$ cat src/rtl/hgr_pkg.sv
package hgr_pkg;

  typedef enum logic [1:0] {
    GR_THIRD    = 2'b00,
    GR_HALF     = 2'b01,
    GR_TWOTHIRD = 2'b10
  } gr_e;

  localparam int unsigned CNT_W = 4;

endpackage

$ cat src/rtl/hgr_sync.sv
module hgr_sync #(
  parameter int unsigned STAGES = 2,
  parameter logic        RST_VAL = 1'b1
) (
  input  logic clk,
  input  logic rst_n,
  input  logic d_in,
  output logic d_out
);

  logic [STAGES-1:0] chain_q;
  logic [STAGES-1:0] chain_d;

  always_comb begin
    chain_d = {chain_q[STAGES-2:0], d_in};
  end

  always_ff @(posedge clk or negedge rst_n) begin
    if (!rst_n) chain_q <= {STAGES{RST_VAL}};
    else        chain_q <= chain_d;
  end

  assign d_out = chain_q[STAGES-1];

endmodule

$ cat src/rtl/hgr_gate.sv
module hgr_gate (
  input  logic clk,
  input  logic rst_n,
  input  logic cmp_sync,
  output logic stage_en,
  output logic load_en
);

  logic en_q, en_d;
  logic ld_q, ld_d;

  always_comb begin
    en_d = cmp_sync;
    ld_d = ld_q | (en_q & ~cmp_sync);
  end

  always_ff @(posedge clk or negedge rst_n) begin
    if (!rst_n) begin
      en_q <= 1'b1;
      ld_q <= 1'b0;
    end else begin
      en_q <= en_d;
      ld_q <= ld_d;
    end
  end

  assign stage_en = en_q;
  assign load_en  = ld_q;

  // load release never withdrawn
  a_r3_load_sticky: assert property (@(posedge clk) disable iff (!rst_n)
    !$fell(ld_q));
  // load release coincides with a stage switch-off
  a_r3_load_on_off: assert property (@(posedge clk) disable iff (!rst_n)
    $rose(ld_q) |-> $fell(en_q));

endmodule

$ cat src/rtl/hgr_escal.sv
module hgr_escal
  import hgr_pkg::*;
#(
  parameter int unsigned START_LIMIT = 7,
  parameter int unsigned RUN_MAX_ON  = 4
) (
  input  logic       clk,
  input  logic       rst_n,
  input  logic       stage_en,
  input  logic       started,
  input  logic       tick,
  output logic [1:0] gain_sel,
  output logic       overload
);

  localparam int unsigned RUN_LIMIT = RUN_MAX_ON + 1;

  logic [CNT_W-1:0] cnt_q, cnt_d;
  gr_e              gr_q, gr_d;
  logic             ovl_q, ovl_d;
  logic             hit;
  logic [CNT_W-1:0] limit_m1;

  always_comb begin
    limit_m1 = started ? CNT_W'(RUN_LIMIT - 1) : CNT_W'(START_LIMIT - 1);
    hit      = stage_en & tick & (cnt_q == limit_m1);
    cnt_d    = cnt_q;
    gr_d     = gr_q;
    ovl_d    = ovl_q;
    if (!stage_en) begin
      cnt_d = '0;
    end else if (hit) begin
      cnt_d = '0;
      case (gr_q)
        GR_THIRD: gr_d  = GR_HALF;
        GR_HALF:  gr_d  = GR_TWOTHIRD;
        default:  ovl_d = 1'b1;
      endcase
    end else if (tick) begin
      cnt_d = cnt_q + 1'b1;
    end
  end

  always_ff @(posedge clk or negedge rst_n) begin
    if (!rst_n) begin
      cnt_q <= '0;
      gr_q  <= GR_THIRD;
      ovl_q <= 1'b0;
    end else begin
      cnt_q <= cnt_d;
      gr_q  <= gr_d;
      ovl_q <= ovl_d;
    end
  end

  assign gain_sel = gr_q;
  assign overload = ovl_q;

  // ratio is monotonic and moves at most one level
  a_r6_monotonic: assert property (@(posedge clk) disable iff (!rst_n)
    (gr_q >= $past(gr_q)) && (2'(gr_q - $past(gr_q)) <= 2'd1));
  a_r6_no_code3: assert property (@(posedge clk) disable iff (!rst_n)
    gr_q != 2'b11);
  // overload is sticky and only at the top ratio
  a_r7_ovl_sticky: assert property (@(posedge clk) disable iff (!rst_n)
    $past(ovl_q) |-> ovl_q);
  a_r7_ovl_top: assert property (@(posedge clk) disable iff (!rst_n)
    ovl_q |-> (gr_q == GR_TWOTHIRD));
  // count empty after an off cycle
  a_r8_clear_off: assert property (@(posedge clk) disable iff (!rst_n)
    !stage_en |=> (cnt_q == '0));
  // an idle stage never escalates
  a_r9_idle_hold: assert property (@(posedge clk) disable iff (!rst_n)
    !stage_en |=> $stable(gr_q));

endmodule

$ cat src/rtl/hgr_ctrl.sv
module hgr_ctrl
  import hgr_pkg::*;
#(
  parameter int unsigned START_LIMIT = 7,
  parameter int unsigned RUN_MAX_ON  = 4,
  parameter int unsigned SYNC_STAGES = 2
) (
  input  logic       clk,
  input  logic       rst_n,
  input  logic       cmp_in,
  input  logic       stage_tick,
  output logic       stage_en,
  output logic       load_en,
  output logic [1:0] gain_sel,
  output logic       overload
);

  logic cmp_sync;

  hgr_sync #(.STAGES(SYNC_STAGES), .RST_VAL(1'b1)) u_sync (
    .clk   (clk),
    .rst_n (rst_n),
    .d_in  (cmp_in),
    .d_out (cmp_sync)
  );

  hgr_gate u_gate (
    .clk      (clk),
    .rst_n    (rst_n),
    .cmp_sync (cmp_sync),
    .stage_en (stage_en),
    .load_en  (load_en)
  );

  hgr_escal #(.START_LIMIT(START_LIMIT), .RUN_MAX_ON(RUN_MAX_ON)) u_escal (
    .clk      (clk),
    .rst_n    (rst_n),
    .stage_en (stage_en),
    .started  (load_en),
    .tick     (stage_tick),
    .gain_sel (gain_sel),
    .overload (overload)
  );

  // enable mirrors the synchronized comparator one edge later
  a_r2_follow: assert property (@(posedge clk) disable iff (!rst_n)
    $past(rst_n) |-> (stage_en == $past(cmp_sync)));

endmodule

$ cat config.mk
export PLATFORM = sky130hd
export DESIGN_NAME = hgr_ctrl
export DESIGN_NICKNAME = d
export VERILOG_FILES = /design/src/rtl/hgr_pkg.sv /design/src/rtl/hgr_sync.sv /design/src/rtl/hgr_gate.sv /design/src/rtl/hgr_escal.sv /design/src/rtl/hgr_ctrl.sv
export SDC_FILE = /design/constraint.sdc
export NUM_CORES = 1
export LEC_CHECK = 0
export CAP_MARGIN = 10
export CELL_PAD_IN_SITES_DETAIL_PLACEMENT = 1
export CELL_PAD_IN_SITES_GLOBAL_PLACEMENT = 1
export CORE_AREA = 3 3 40 42
export DETAILED_ROUTE_END_ITERATION = 12
export DIE_AREA = 0 0 43 45
export DONT_BUFFER_PORTS = 1
export GPL_TIMING_DRIVEN = 0
export PLACE_DENSITY = 0.66
export SLEW_MARGIN = 10
export SYNTH_ARGS = -nofsm -noshare
export SYNTH_HDL_FRONTEND = slang
export SYNTH_SLANG_ARGS = --single-unit
$ cat constraint.sdc
create_clock -name clk -period 1.1 [get_ports clk]
set_input_delay 0.165 -clock clk [delete_from_list [all_inputs] [get_ports clk]]
set_output_delay 0.165 -clock clk [all_outputs]
set_load 0.05 [all_outputs]
* Word level (Yosys, flattened, before mapping)
Index checks and enable logic that the tools add are counted.
** Operators by class
- Equality and inequality tests :: 3
- Bitwise logic cells :: 6
- Reductions and logical operators :: 5
- Mux-type cells :: 5
- Add/sub/neg operators :: 1
** Operators with widths (number)
- 4-bit two-way mux :: 3
- 3-bit AND reduction :: 2
- 4-bit by 1-bit adder with 4-bit output (second input constant) :: 1
- 4-bit == test :: 1
- 2-bit case mux with 2 select lines :: 1
- 1-bit AND :: 3
- 3-bit by 2-bit inequality test with 1-bit output (second input constant) :: 1
- 2-bit by 1-bit == test with 1-bit output (second input constant) :: 1
- 2-bit logical NOT :: 1
- 2-bit two-way mux :: 1
- 1-bit NOT :: 2
- 2-bit nonzero test :: 1
- 2-bit OR reduction :: 1
- 1-bit OR :: 1
** Word-level totals
- Output and inout port bits :: 5
- Register bits :: 11
- Logic and storage cells :: 26
- Input port bits :: 4

* Longest topological paths before layout
Gate-level depths: netlist (run 1).
- Depth after elaboration :: 5
- Mapped depth :: 4
- Gate-level depth less buffers :: 4

* Hierarchy
Synthesis (run 1) repeated with hierarchy kept, for this count alone.
** Second synthesis, totals
- Cell total of the unflattened synthesis :: 39
- Area, all modules :: 484.2 sq um
** Modules (own cells, without submodules)
- hgr_escal :: cells each 33, seq. area each 175.2 sq um, times used 1, area each 369.1 sq um
- hgr_gate :: cells each 4, seq. area each 51.3 sq um, times used 1, area each 62.6 sq um
- hgr_sync :: cells each 2, seq. area each 52.6 sq um, times used 1, area each 52.6 sq um

* Worst setup path before layout (run 1)
No wires, ideal clock.
- Path type :: reg2reg
- Start point :: register u_gate.ld_q, in the netlist u_gate.load_en
- End point :: register u_escal.gr_q[1], in the netlist u_escal.gain_sel[1]
- Library setup time :: 0.120 ns
- Period minus slack after synthesis :: 1.338 ns
- Path slack :: -0.238 ns
- Required time :: 0.980 ns
- Path buffers :: 0
- Arrival time :: 1.218 ns
- Cell stages (with the launch flop) :: 4
- Cell sequence :: dfrtp_1 -> xor2_2 -> and2_1 -> a41o_1
** Between the ends
- Word-level cells in the longest chain between the ends :: 4
** RTL lines
- start, declared :: RTL line hgr_gate.sv:10 : logic ld_q, ld_d;
- start signal, assigned :: RTL line hgr_gate.sv:23 : ld_q <= ld_d;
- 2-bit two-way mux :: RTL line hgr_escal.sv:25 : limit_m1 = started ? CNT_W'(RUN_LIMIT - 1) : CNT_W'(START_LIMIT - 1);
- 4-bit == test :: RTL line hgr_escal.sv:26 : hit = stage_en & tick & (cnt_q == limit_m1);
- 1-bit AND :: RTL line hgr_escal.sv:26
- 3-bit AND reduction (no source line)
- end signal, assigned :: RTL line hgr_escal.sv:51 : gr_q <= gr_d;
- end, declared :: RTL line hgr_escal.sv:19 : gr_e gr_q, gr_d;
Every way passes these cells.
A chain may end at the register's enable or synchronous reset.

* Worst setup path after layout (run 1)
- Start point :: register u_gate.ld_q, in the netlist u_gate.load_en
- End point :: register u_escal.cnt_q[0]
** Between the ends
- Word-level cells in the longest chain between the ends :: 5
- Elaborated cells on any way between the ends :: 6
- Those cells by class :: eq/ne (2); mux (3); bitwise (1)
** RTL lines
- 2-bit two-way mux (*) :: RTL line hgr_escal.sv:25
- 4-bit == test (*) :: RTL line hgr_escal.sv:26
- 1-bit AND (*) :: RTL line hgr_escal.sv:26
- 4-bit two-way mux :: RTL line hgr_escal.sv:32 : end else if (hit) begin
- 4-bit two-way mux :: RTL line hgr_escal.sv:30 : if (!stage_en) begin
- end signal, assigned :: RTL line hgr_escal.sv:50 : cnt_q <= cnt_d;
- end, declared :: RTL line hgr_escal.sv:18 : logic [CNT_W-1:0] cnt_q, cnt_d;
Mark *: on every way between the ends. The rest lies on a longest branch, timed or not.

==> flow_summary.yaml, run 1 <==
power_and_ir_drop:
  ir_drop_mv: 0.634
  power.leakage_nw: 0.266
  internal-power_uw: 595
  p_switching_uw: 205
  p_clk_frac: 0.336
  p_comb_frac: 0.075
  power_density_nw_per_um2: 1400
  total_power_uw: 800
  swShare: 0.256
  pwr-share-seq: 0.589
critical_path:
  cpMaxStageDelayCell: "dfrtp_2"
  r2r_slack_ns: -0.17
  critPathMaxFanout: 5
  cp_data_arrival_time_ns: 1.47
  reg2reg_depth: 3
  startpoint_type: "flop"
  cp_cell_sequence: "xor2_4 -> a211o_2 -> a21oi_2"
  r2r-end: "u_escal.cnt_q[0]"
  max_stage_delay_ns: 0.54
  crit_type: "flop to flop"
  critPathBufInv: 0
  worstPathRequired_ns: 1.29
  r2r-start: "u_gate.load_en"
  cp_top_family: "flip-flops"
  end_kind: "flop"
sta:
  post-route-period-util: 1.16
  fmax_mhz: 786
  slew_viol_final: 0
  hold_violations: 0
  tightest_slew_ns: 0.487
  relSlewSlack: 0.674
  fin_ws_ns: -0.173
  rsz0062_at_grt: "true"
  hold_slack_ns: 0.213
  setup_violations: 7
  skew_ns: 0.000709
  period_needed_ns: 1.27
clock_tree:
  clk_path_buf_depth: 2
  clk_latency_ns: 0.26
  clkTransAtPathRegs_ns: 0.07
  post_cts_buffers: 0
  htreeDepth: 1
  cts_tree: "done"
  cts_root_buf: "clkbuf_4"
  numCtsBuffers: 3
  cts_sinks: 11
status:
  violations: "negative setup slack"
  outcome: "finished, violations left"
yosys:
  synth_top_area_share: 0.428
  synth.net_count: 42
  syn_inst: 37
  synth_warnings: 0
  syn_avg_cell_area_um2: 12.6
  ys_seq_elements: 11
  yosysTopAreaCell: "dfrtp_1"
  ys_types: 21
  ys_seq_area_frac: 0.596
  ys_top_cells_by_area: "dfrtp_1 43%, dfstp_2 17%, a41o_1 4.3%, xor2_2 3.5%, a21oi_1 3.2%"
  syn_area_um2: 468
worst_hold_path:
  hold_start: "stage_tick"
  hold_depth: 2
  hp-class: "input port to flop"
  min_to: "u_escal.cnt_q[2]"
floorplan:
  core-area_um2: 1280
  io_pins: 9
  num_rows: 13
  dieArea_um2: 1940
  start_util: 0.364
  die_h_um: 45
  chipWidth_um: 43
final_layout:
  fin_nets: 49
  fillerInstances: 142
  antenna_cells: 0
  area_growth_pct: 22.2
  final_cells: 58
  drive_gt1_frac: 0.395
  final_util: 0.445
placed_design:
  portBuffers: 0
  place_ws_ns: -0.223
  hpwl_um: 704
  routabilityCongestion: 0.655
  dp_cells: 52
flow_run:
  drv_cap: 0
grt:
  grt_util_all_layers: 0.122
  grt_overflow_total: 0
  grt_max_degree: 12
  antenna_found_initial: 0
  grt_pass1_wl_mm: 1.67
  grt_pass1_vias: 378
drt:
  drt_pass1_iterations: 2
  drc_errors: 0
  via_per_inst: 5.34
  num_vias: 310
  wl_per_cell_um: 15.9
  finalWirelength_um: 922
  ant_nets: 0
  drt_iter0_drc: 2
==> sequential cells by signal, summed over array words and instances, names as in the netlist <==
register and cells:
u_gate.stage_en 1, u_gate.load_en 1, u_escal.cnt_q 4, u_sync.chain_q 2
u_escal.gain_sel 2, u_escal.overload 1
==> per-layer routing <==
metal,global-route usage,share of wire,vias to the layer above
met5,0,0,-
met4,0.0904,0.011,0
met3,0.0279,0.067,2
met2,0.204,0.49,8
met1,0.137,0.43,155
li1,-,-,145
==> how the worst max path moves through the flow <==
stage                     from                  end  slack [ns]  cells past startpoint
6_report        u_gate.load_en     u_escal.cnt_q[0]       -0.17                      3
5_1_grt         u_gate.load_en     u_escal.cnt_q[0]       -0.22                      3
4_1_cts        u_gate.stage_en  u_escal.gain_sel[0]       -0.19                      3
3_5_place_dp   u_gate.stage_en  u_escal.gain_sel[0]       -0.22                      3
3_3_place_gp   u_gate.stage_en  u_escal.gain_sel[0]       -0.16                      3
2_1_floorplan  u_gate.stage_en  u_escal.gain_sel[0]       -0.12                      3
==> worst register-to-register path, stage by stage (launching register included) <==
cell and delay [ns]:
dfrtp_2 0.54, xor2_4 0.22, a211o_2 0.33, a21oi_2 0.12
==> logic make-up after synthesis <==
family	after synthesis	share of synthesized area
fa+ha+maj	1	0.0267
compound gates	10	0.166
xor+xnor	3	0.0722
flops	11	0.596
buf+inv	3	0.0267
simple gates	9	0.112
==> synthesized netlist by cell type <==
cell,count
xor2_1,1
o21bai_1,1
nor2b_1,1
inv_1,2
nor3b_2,1
a21oi_1,3
a41o_1,2
dfrtp_1,8
a21o_1,1
ha_1,1
nor2_1,1
dfstp_2,3
nand4_1,2
a311oi_1,1
and2_1,1
xor2_2,1
nand2_1,3
buf_2,1
a211o_2,1
xnor2_1,1
a21o_2,1
==> placed cells by master, fill, tap and decap left out <==
master and instances:
o21bai_1 1, dfrtp_2 3, xor2_4 1, nor3b_4 1, xor2_1 1, a21o_2 1, inv_1 2, a311oi_1 1
nand2_1 3, and2_4 1, nor2b_4 1, a21oi_2 1, nand4_1 2, ha_1 1, clkbuf_4 3, clkbuf_1 1
dfstp_4 1, dfrtp_1 5, a41o_1 2, a21oi_1 2, dlygate4sd3_1 2, xnor2_1 1, nor2_1 1, dfstp_2 2
buf_2 1, a21o_1 1, a211o_2 1
==> power groups by stage <==
stage               registers [mW]  logic [mW]  clock network, mW
finish                       0.471      0.0603              0.269
global route                 0.474      0.0695              0.303
CTS                          0.471      0.0622              0.282
detailed placement           0.474      0.0418                  0
global placement             0.472      0.0378                  0
floorplan                    0.469      0.0324                  0
==> cell type report <==
| type | count | area (um2) | area share |
|---|---|---|---|
| plain buffers | 1 | 5.00 | 0.00875 |
| flip-flops and latches | 11 | 287 | 0.501 |
| inverters | 2 | 7.51 | 0.0131 |
| multi-input cells | 23 | 208 | 0.363 |
| repair buffers | 2 | 20.0 | 0.0350 |
| clock buffers | 4 | 26.3 | 0.0460 |
| well taps | 15 | 18.8 | 0.0328 |
==> stage by stage <==
step | TNS, ns | cell area, um2
final | -0.814 | 572
after floorplan | -0.504 | 469
after detailed placement | -0.996 | 488
after global routing | -1.28 | 572
after CTS | -1.05 | 566
after global placement | -0.753 | 488
==> repair_timing <==
action | in CTS | in global routing
endpoints found under the setup margin | 11 | 10
pin swaps | 1 | 2
hold buffers | 2 | 0
resized for setup | 7 | 1
hold endpoints to repair | 12 | 0
(Power assumes the default switching activity.)
==> run 2, diff against run 1 <==
--- a/config.mk
+++ b/config.mk
@@ -5,15 +5,17 @@
 export SDC_FILE = /design/constraint.sdc
 export NUM_CORES = 1
 export LEC_CHECK = 0
+export ABC_AREA = 1
 export CAP_MARGIN = 10
 export CELL_PAD_IN_SITES_DETAIL_PLACEMENT = 1
 export CELL_PAD_IN_SITES_GLOBAL_PLACEMENT = 1
-export CORE_AREA = 3 3 40 42
+export CORE_MARGIN = 3
+export CORE_UTILIZATION = 38
 export DETAILED_ROUTE_END_ITERATION = 12
-export DIE_AREA = 0 0 43 45
 export DONT_BUFFER_PORTS = 1
 export GPL_TIMING_DRIVEN = 0
-export PLACE_DENSITY = 0.66
+export HOLD_SLACK_MARGIN = 0.05
+export PLACE_DENSITY = 0.72
 export SLEW_MARGIN = 10
 export SYNTH_ARGS = -nofsm -noshare
 export SYNTH_HDL_FRONTEND = slang
==> run 2 against run 1 <==
  * The run still ends with negative setup slack left
  * Largest power group unchanged
  * Design area grew 7.2%
  * Hold slack worse by 0.16 ns
  * Critical path depth rose by 2
==> flow_summary.yaml, run 2 <==
status:
  outcome: "finished, violations left"
  violations: "negative setup slack"
clock_tree:
  clkTransAtPathRegs_ns: 0.08
  cts_root_buf: "clkbuf_4"
  clk_latency_ns: 0.27
  cts_sinks: 11
  clk_path_buf_depth: 2
  htreeDepth: 1
  numCtsBuffers: 3
  cts_tree: "done"
grt:
  antenna_found_initial: 0
  grt_pass1_vias: 422
  grt_util_all_layers: 0.149
  grt_use_met1: 0.177
  grt_pass1_wl_mm: 1.93
  grt_max_degree: 12
  use_met3: 0.0472
  grt_overflow_total: 0
  grt_most_used_layer: "met2"
  globalRouteMet2Util: 0.231
yosys:
  synth_top_area_share: 0.398
  ys_seq_area_frac: 0.555
  syn_inst: 53
  synth_edf_count: 0
  ys.flop_type: "dfrtp_1"
  async_flop_share: 1.00
  syn_avg_cell_area_um2: 9.49
  ys_top_cells_by_area: "dfrtp_1 40%, dfstp_2 16%, nand2_1 9.7%, o21ai_1 4.0%, inv_1 3.7%"
  syn_area_um2: 503
  yosysTopAreaCell: "dfrtp_1"
  ys_seq_elements: 11
  ys_top_cells_by_count: "13 x nand2_1, 8 x dfrtp_1, 5 x inv_1, 4 x o21ai_1"
  synth.net_count: 58
  ys_types: 20
  synth_warnings: 0
  synth.most_common_cell: "nand2_1"
floorplan:
  num_rows: 12
  io_pins: 9
  chipWidth_um: 42.4
  core-area_um2: 1170
  start_util: 0.429
  die_h_um: 42.4
  dieArea_um2: 1800
drt:
  via_per_inst: 4.91
  ant_nets: 0
  drc_errors: 0
  drt_pass1_iterations: 2
  finalWirelength_mm: 1.02
  drt_iter0_drc: 3
  num_vias: 363
  wl_per_cell_um: 13.7
critical_path:
  r2r-start: "u_gate.stage_en"
  cp_top_family: "flip-flops"
  worst_path_most_repeated_cell: "nand2_1"
  critPathMaxFanout: 5
  r2r_slack_ns: -0.08
  crit_type: "flop to flop"
  cpMaxStageDelayCell: "dfstp_4"
  max_stage_delay_ns: 0.73
  critPathBufInv: 1
  worstPathRequired_ns: 1.26
  cp_cell_sequence: "nand2_4 -> clkinv_4 -> nand4_1 -> nand2_1 -> nand2_1"
  end_kind: "flop"
  reg2reg_depth: 5
  startpoint_type: "flop"
  r2r-end: "u_escal.gain_sel[0]"
  cp_data_arrival_time_ns: 1.34
final_layout:
  seqCellArea_um2: 285
  drive_gt1_frac: 0.450
  final_cells: 74
  antenna_cells: 0
  fin_nets: 66
  layout_common_cells: "10 x nand2_1, 6 x dfrtp_1, 5 x nand2_2"
  area_growth_pct: 21.9
  final_cell_area_um2: 613
  fillerInstances: 142
  regMostFlops: "u_escal.cnt_q"
  largest_reg_flops: 4
  multi_input_area_um2: 216
  final_util: 0.524
  final_common_cell: "nand2_1"
sta:
  post-route-period-util: 1.08
  tightest_slew_ns: 0.492
  relSlewSlack: 0.671
  hold_violations: 0
  skew_ns: 0.00976
  hold_slack_ns: 0.0502
  fin_ws_ns: -0.0830
  setup_violations: 8
  rsz0062_at_grt: "true"
  fmax_mhz: 845
  fin_tns_setup_ns: -0.453
  slew_viol_final: 0
  period_needed_ns: 1.18
power_and_ir_drop:
  ir_drop_mv: 0.620
  p_comb_frac: 0.189
  pwr-share-seq: 0.537
  internal-power_uw: 673
  p_clk_frac: 0.274
  swShare: 0.335
  power.leakage_nw: 0.276
  total_power_mw: 1.01
  power_density_nw_per_um2: 1650
  p_switching_uw: 339
placed_design:
  portBuffers: 0
  hpwl_um: 737
  place_area_um2: 528
  dp_cells: 67
  place_ws_ns: -0.143
  routabilityCongestion: 0.664
worst_hold_path:
  hold_depth: 2
  hold_start: "stage_tick"
  min_to: "u_escal.cnt_q[3]"
  hp-class: "input port to flop"
flow_run:
  drv_cap: 0
[run 2: cell families after synthesis]
logic type / Yosys count / synth area share
AO/OA/AOI/OAI: 7 / 0.0895
XOR/XNOR: 2 / 0.0348
adder cells (fa/ha/maj): 1 / 0.0249
buffers and inverters: 9 / 0.0696
flip-flops: 11 / 0.555
AND/OR/NAND/NOR: 23 / 0.226
[run 2: power by group through the flow]
stage | Sequential (mW) | Clock (mW) | Combinational (mW)
6_report | 0.543 | 0.277 | 0.191
5_1_grt | 0.553 | 0.316 | 0.226
4_1_cts | 0.545 | 0.287 | 0.177
3_5_place_dp | 0.551 | 0 | 0.154
3_3_place_gp | 0.546 | 0 | 0.149
2_1_floorplan | 0.536 | 0 | 0.132
[run 2: worst max-delay path by stage]
stage	startpoint	endpoint	slack [ns]	depth (start not counted)
global placement	u_gate.stage_en	u_escal.gain_sel[0]	-0.13	5
detailed placement	u_gate.stage_en	u_escal.cnt_q[1]	-0.14	4
floorplan	u_gate.stage_en	u_escal.gain_sel[0]	-0.07	5
finish	u_gate.stage_en	u_escal.gain_sel[0]	-0.08	5
global route	u_gate.load_en	u_escal.cnt_q[0]	-0.14	6
CTS	u_gate.stage_en	u_escal.gain_sel[0]	-0.09	5
[run 2: final cells by class]
class,count,share of cell area
clock buffer,4,0.0429
inverter,9,0.0653
tap,14,0.0286
multi-input combinational,33,0.353
sequential,11,0.465
timing repair buffer,3,0.0449
[run 2: metal layers]
layer	vias up	share of wire	wire [um]
met5	-	0	0
met4	0	0.028	28
met3	4	0.045	46
met2	7	0.48	486
met1	172	0.45	456
li1	180	-	-
[run 2: what timing repair did]
action,4_1_cts,5_1_grt
pin swaps,2,1
setup endpoints to repair,9,9
endpoints found under the hold margin,12,0
resized for setup,6,4
hold buffers,2,0
buffers inserted,1,0
==> run 3, diff against run 2 <==
--- a/config.mk
+++ b/config.mk
@@ -16,6 +16,7 @@
 export GPL_TIMING_DRIVEN = 0
 export HOLD_SLACK_MARGIN = 0.05
 export PLACE_DENSITY = 0.72
+export SETUP_SLACK_MARGIN = 0.5
 export SLEW_MARGIN = 10
 export SYNTH_ARGS = -nofsm -noshare
 export SYNTH_HDL_FRONTEND = slang
==> run 3 against run 2 <==
  * The flow finishes with violations (negative hold slack, negative setup slack)
  * Power increased by 0.85%
  * Critical endpoint unchanged
  * Non-clock buffer count rose by 1
  * Global-route usage fell by 0.83 points
  * Largest cell class unchanged
  * Worst setup slack lost 0.0094 ns
  * Utilization increased by 1.7 points
  * Critical path type unchanged
  * Register-to-register slack hardly changed
==> flow_summary.yaml, run 3 (synthesis gave the netlist of run 2 again) <==
status:
  outcome: "finished, violations left"
  violations: "negative hold slack, negative setup slack"
clock_tree:
  postCtsHoldBufs: 2
  cts_tree: "done"
  htreeDepth: 1
  clkTransAtPathRegs_ns: 0.07
  clk_path_buf_depth: 2
  clk_latency_ns: 0.27
  cts_sinks: 11
  cts_root_buf: "clkbuf_4"
  numCtsBuffers: 3
drt:
  drc_errors: 0
  drt_iter0_drc: 1
  num_vias: 382
  ant_nets: 0
  wl_per_cell_um: 13.9
  via_per_inst: 5.09
  drt_pass1_iterations: 4
  finalWirelength_mm: 1.04
placed_design:
  portBuffers: 0
  hpwl_um: 764
  routabilityCongestion: 0.787
power_and_ir_drop:
  pwr-share-seq: 0.536
  p_switching_uw: 342
  power_density_nw_per_um2: 1610
  p_clk_frac: 0.273
  p_comb_frac: 0.191
  total_power_mw: 1.02
  power.leakage_nw: 0.288
  internal-power_uw: 678
  ir_drop_mv: 0.865
  swShare: 0.335
sta:
  fin_ws_ns: -0.0924
  period_needed_ns: 1.19
  fin_tns_setup_ns: -0.490
  fmax_mhz: 839
  hold_violations: 8
  rsz0062_at_grt: "true"
  skew_ns: 0.00281
  tightest_slew_ns: 0.502
  post-route-period-util: 1.08
  slew_viol_final: 0
  hold_slack_ns: -0.0866
  relSlewSlack: 0.665
  setup_violations: 8
grt:
  grt_max_degree: 12
  grt_pass1_vias: 445
  antenna_found_initial: 0
  grt_util_all_layers: 0.141
  grt_pass1_wl_mm: 1.75
  grt_overflow_total: 0
critical_path:
  worstPathRequired_ns: 1.26
  r2r_slack_ns: -0.09
  worst_path_most_repeated_cell: "nand2_1"
  end_kind: "flop"
  critPathBufInv: 1
  r2r-start: "u_gate.stage_en"
  critPathMaxFanout: 5
  crit_type: "flop to flop"
  cpMaxStageDelayCell: "dfstp_4"
  cp_cell_sequence: "nand2_4 -> clkinv_4 -> nand4_1 -> nand2_1 -> nand2_1"
  startpoint_type: "flop"
  r2r-end: "u_escal.gain_sel[0]"
  cp_data_arrival_time_ns: 1.36
  reg2reg_depth: 5
  max_stage_delay_ns: 0.74
  cp_top_family: "flip-flops"
final_layout:
  fin_nets: 67
  fillerInstances: 137
  regMostFlops: "u_escal.cnt_q"
  antenna_cells: 0
  layout_common_cells: "12 x nand2_1, 4 x inv_1, 4 x dfrtp_1, 4 x dfrtp_2"
  final_common_cell: "nand2_1"
  largest_reg_flops: 4
  drive_gt1_frac: 0.475
  area_growth_pct: 25.9
floorplan:
  start_util: 0.429
  io_pins: 9
  dieArea_um2: 1800
  chipWidth_um: 42.4
  die_h_um: 42.4
  num_rows: 12
  core-area_um2: 1170
flow_run:
  drv_cap: 0
worst_hold_path:
  hp-class: "input port to async pin"
-- run 3: cell types whose count changed in the layout (fill, tap and decap cells not counted), moves of 2 or more --
cell     change
buf_6        +2
dfrtp_1      -2
dfrtp_2      +2
nand2_1      +2
nand2_2      -2
-- run 3: how the worst max path moves through the flow --
stage,slack [ns],from,to,cells after the start
5_1_grt,-0.14,u_gate.stage_en,u_escal.gain_sel[0],5
2_1_floorplan,-0.06,u_gate.stage_en,u_escal.gain_sel[0],5
3_5_place_dp,-0.14,u_gate.stage_en,u_escal.cnt_q[0],4
3_3_place_gp,-0.12,u_gate.stage_en,u_escal.cnt_q[0],4
4_1_cts,-0.09,u_gate.stage_en,u_escal.gain_sel[0],5
6_report,-0.09,u_gate.stage_en,u_escal.gain_sel[0],5
-- run 3: layout make-up --
type / count / area [um2] / area share
Timing Repair Buffer: 4 / 45.0 / 0.0711
Multi-Input combinational cell: 33 / 214 / 0.338
Inverter: 9 / 42.5 / 0.0672
Tap cell: 14 / 17.5 / 0.0277
Sequential cell: 11 / 288 / 0.455
Clock buffer: 4 / 26.3 / 0.0415
-- run 3: per-stage QoR --
stage                     instances  setup slack, ns  hold slack, ns  cell area, um2  utilization
final                            75          -0.0924         -0.0866             633        0.541
after global routing             75           -0.139         -0.0767             633        0.541
after CTS                        74          -0.0878          0.0441             607        0.518
after detailed placement         67           -0.140          -0.130             536        0.457
after global placement           67           -0.115          -0.130             536        0.457
after floorplan                  53          -0.0561          -0.131             518            -
-- run 3: what timing repair did --
| action | CTS | global route |
|---|---|---|
| pin swaps | 5 | 4 |
| setup endpoints to repair | 13 | 25 |
| buffers inserted | 1 | 1 |
| hold endpoints to repair | 14 | 9 |
| resized for setup | 5 | 6 |
-- run 3: power by group through the flow --
stage | registers [mW] | logic (mW) | clock network, mW
2_1_floorplan | 0.538 | 0.133 | 0
4_1_cts | 0.547 | 0.173 | 0.287
3_3_place_gp | 0.547 | 0.149 | 0
3_5_place_dp | 0.551 | 0.158 | 0
6_report | 0.547 | 0.195 | 0.278
5_1_grt | 0.555 | 0.223 | 0.309
-- run 3: layer usage --
| layer | track usage | wire length (um) | vias up |
|---|---|---|---|
| li1 | - | - | 186 |
| met1 | 0.123 | 404 | 185 |
| met2 | 0.240 | 547 | 7 |
| met3 | 0.0558 | 50 | 4 |
| met4 | 0.130 | 42 | 0 |
| met5 | 0 | 0 | - |
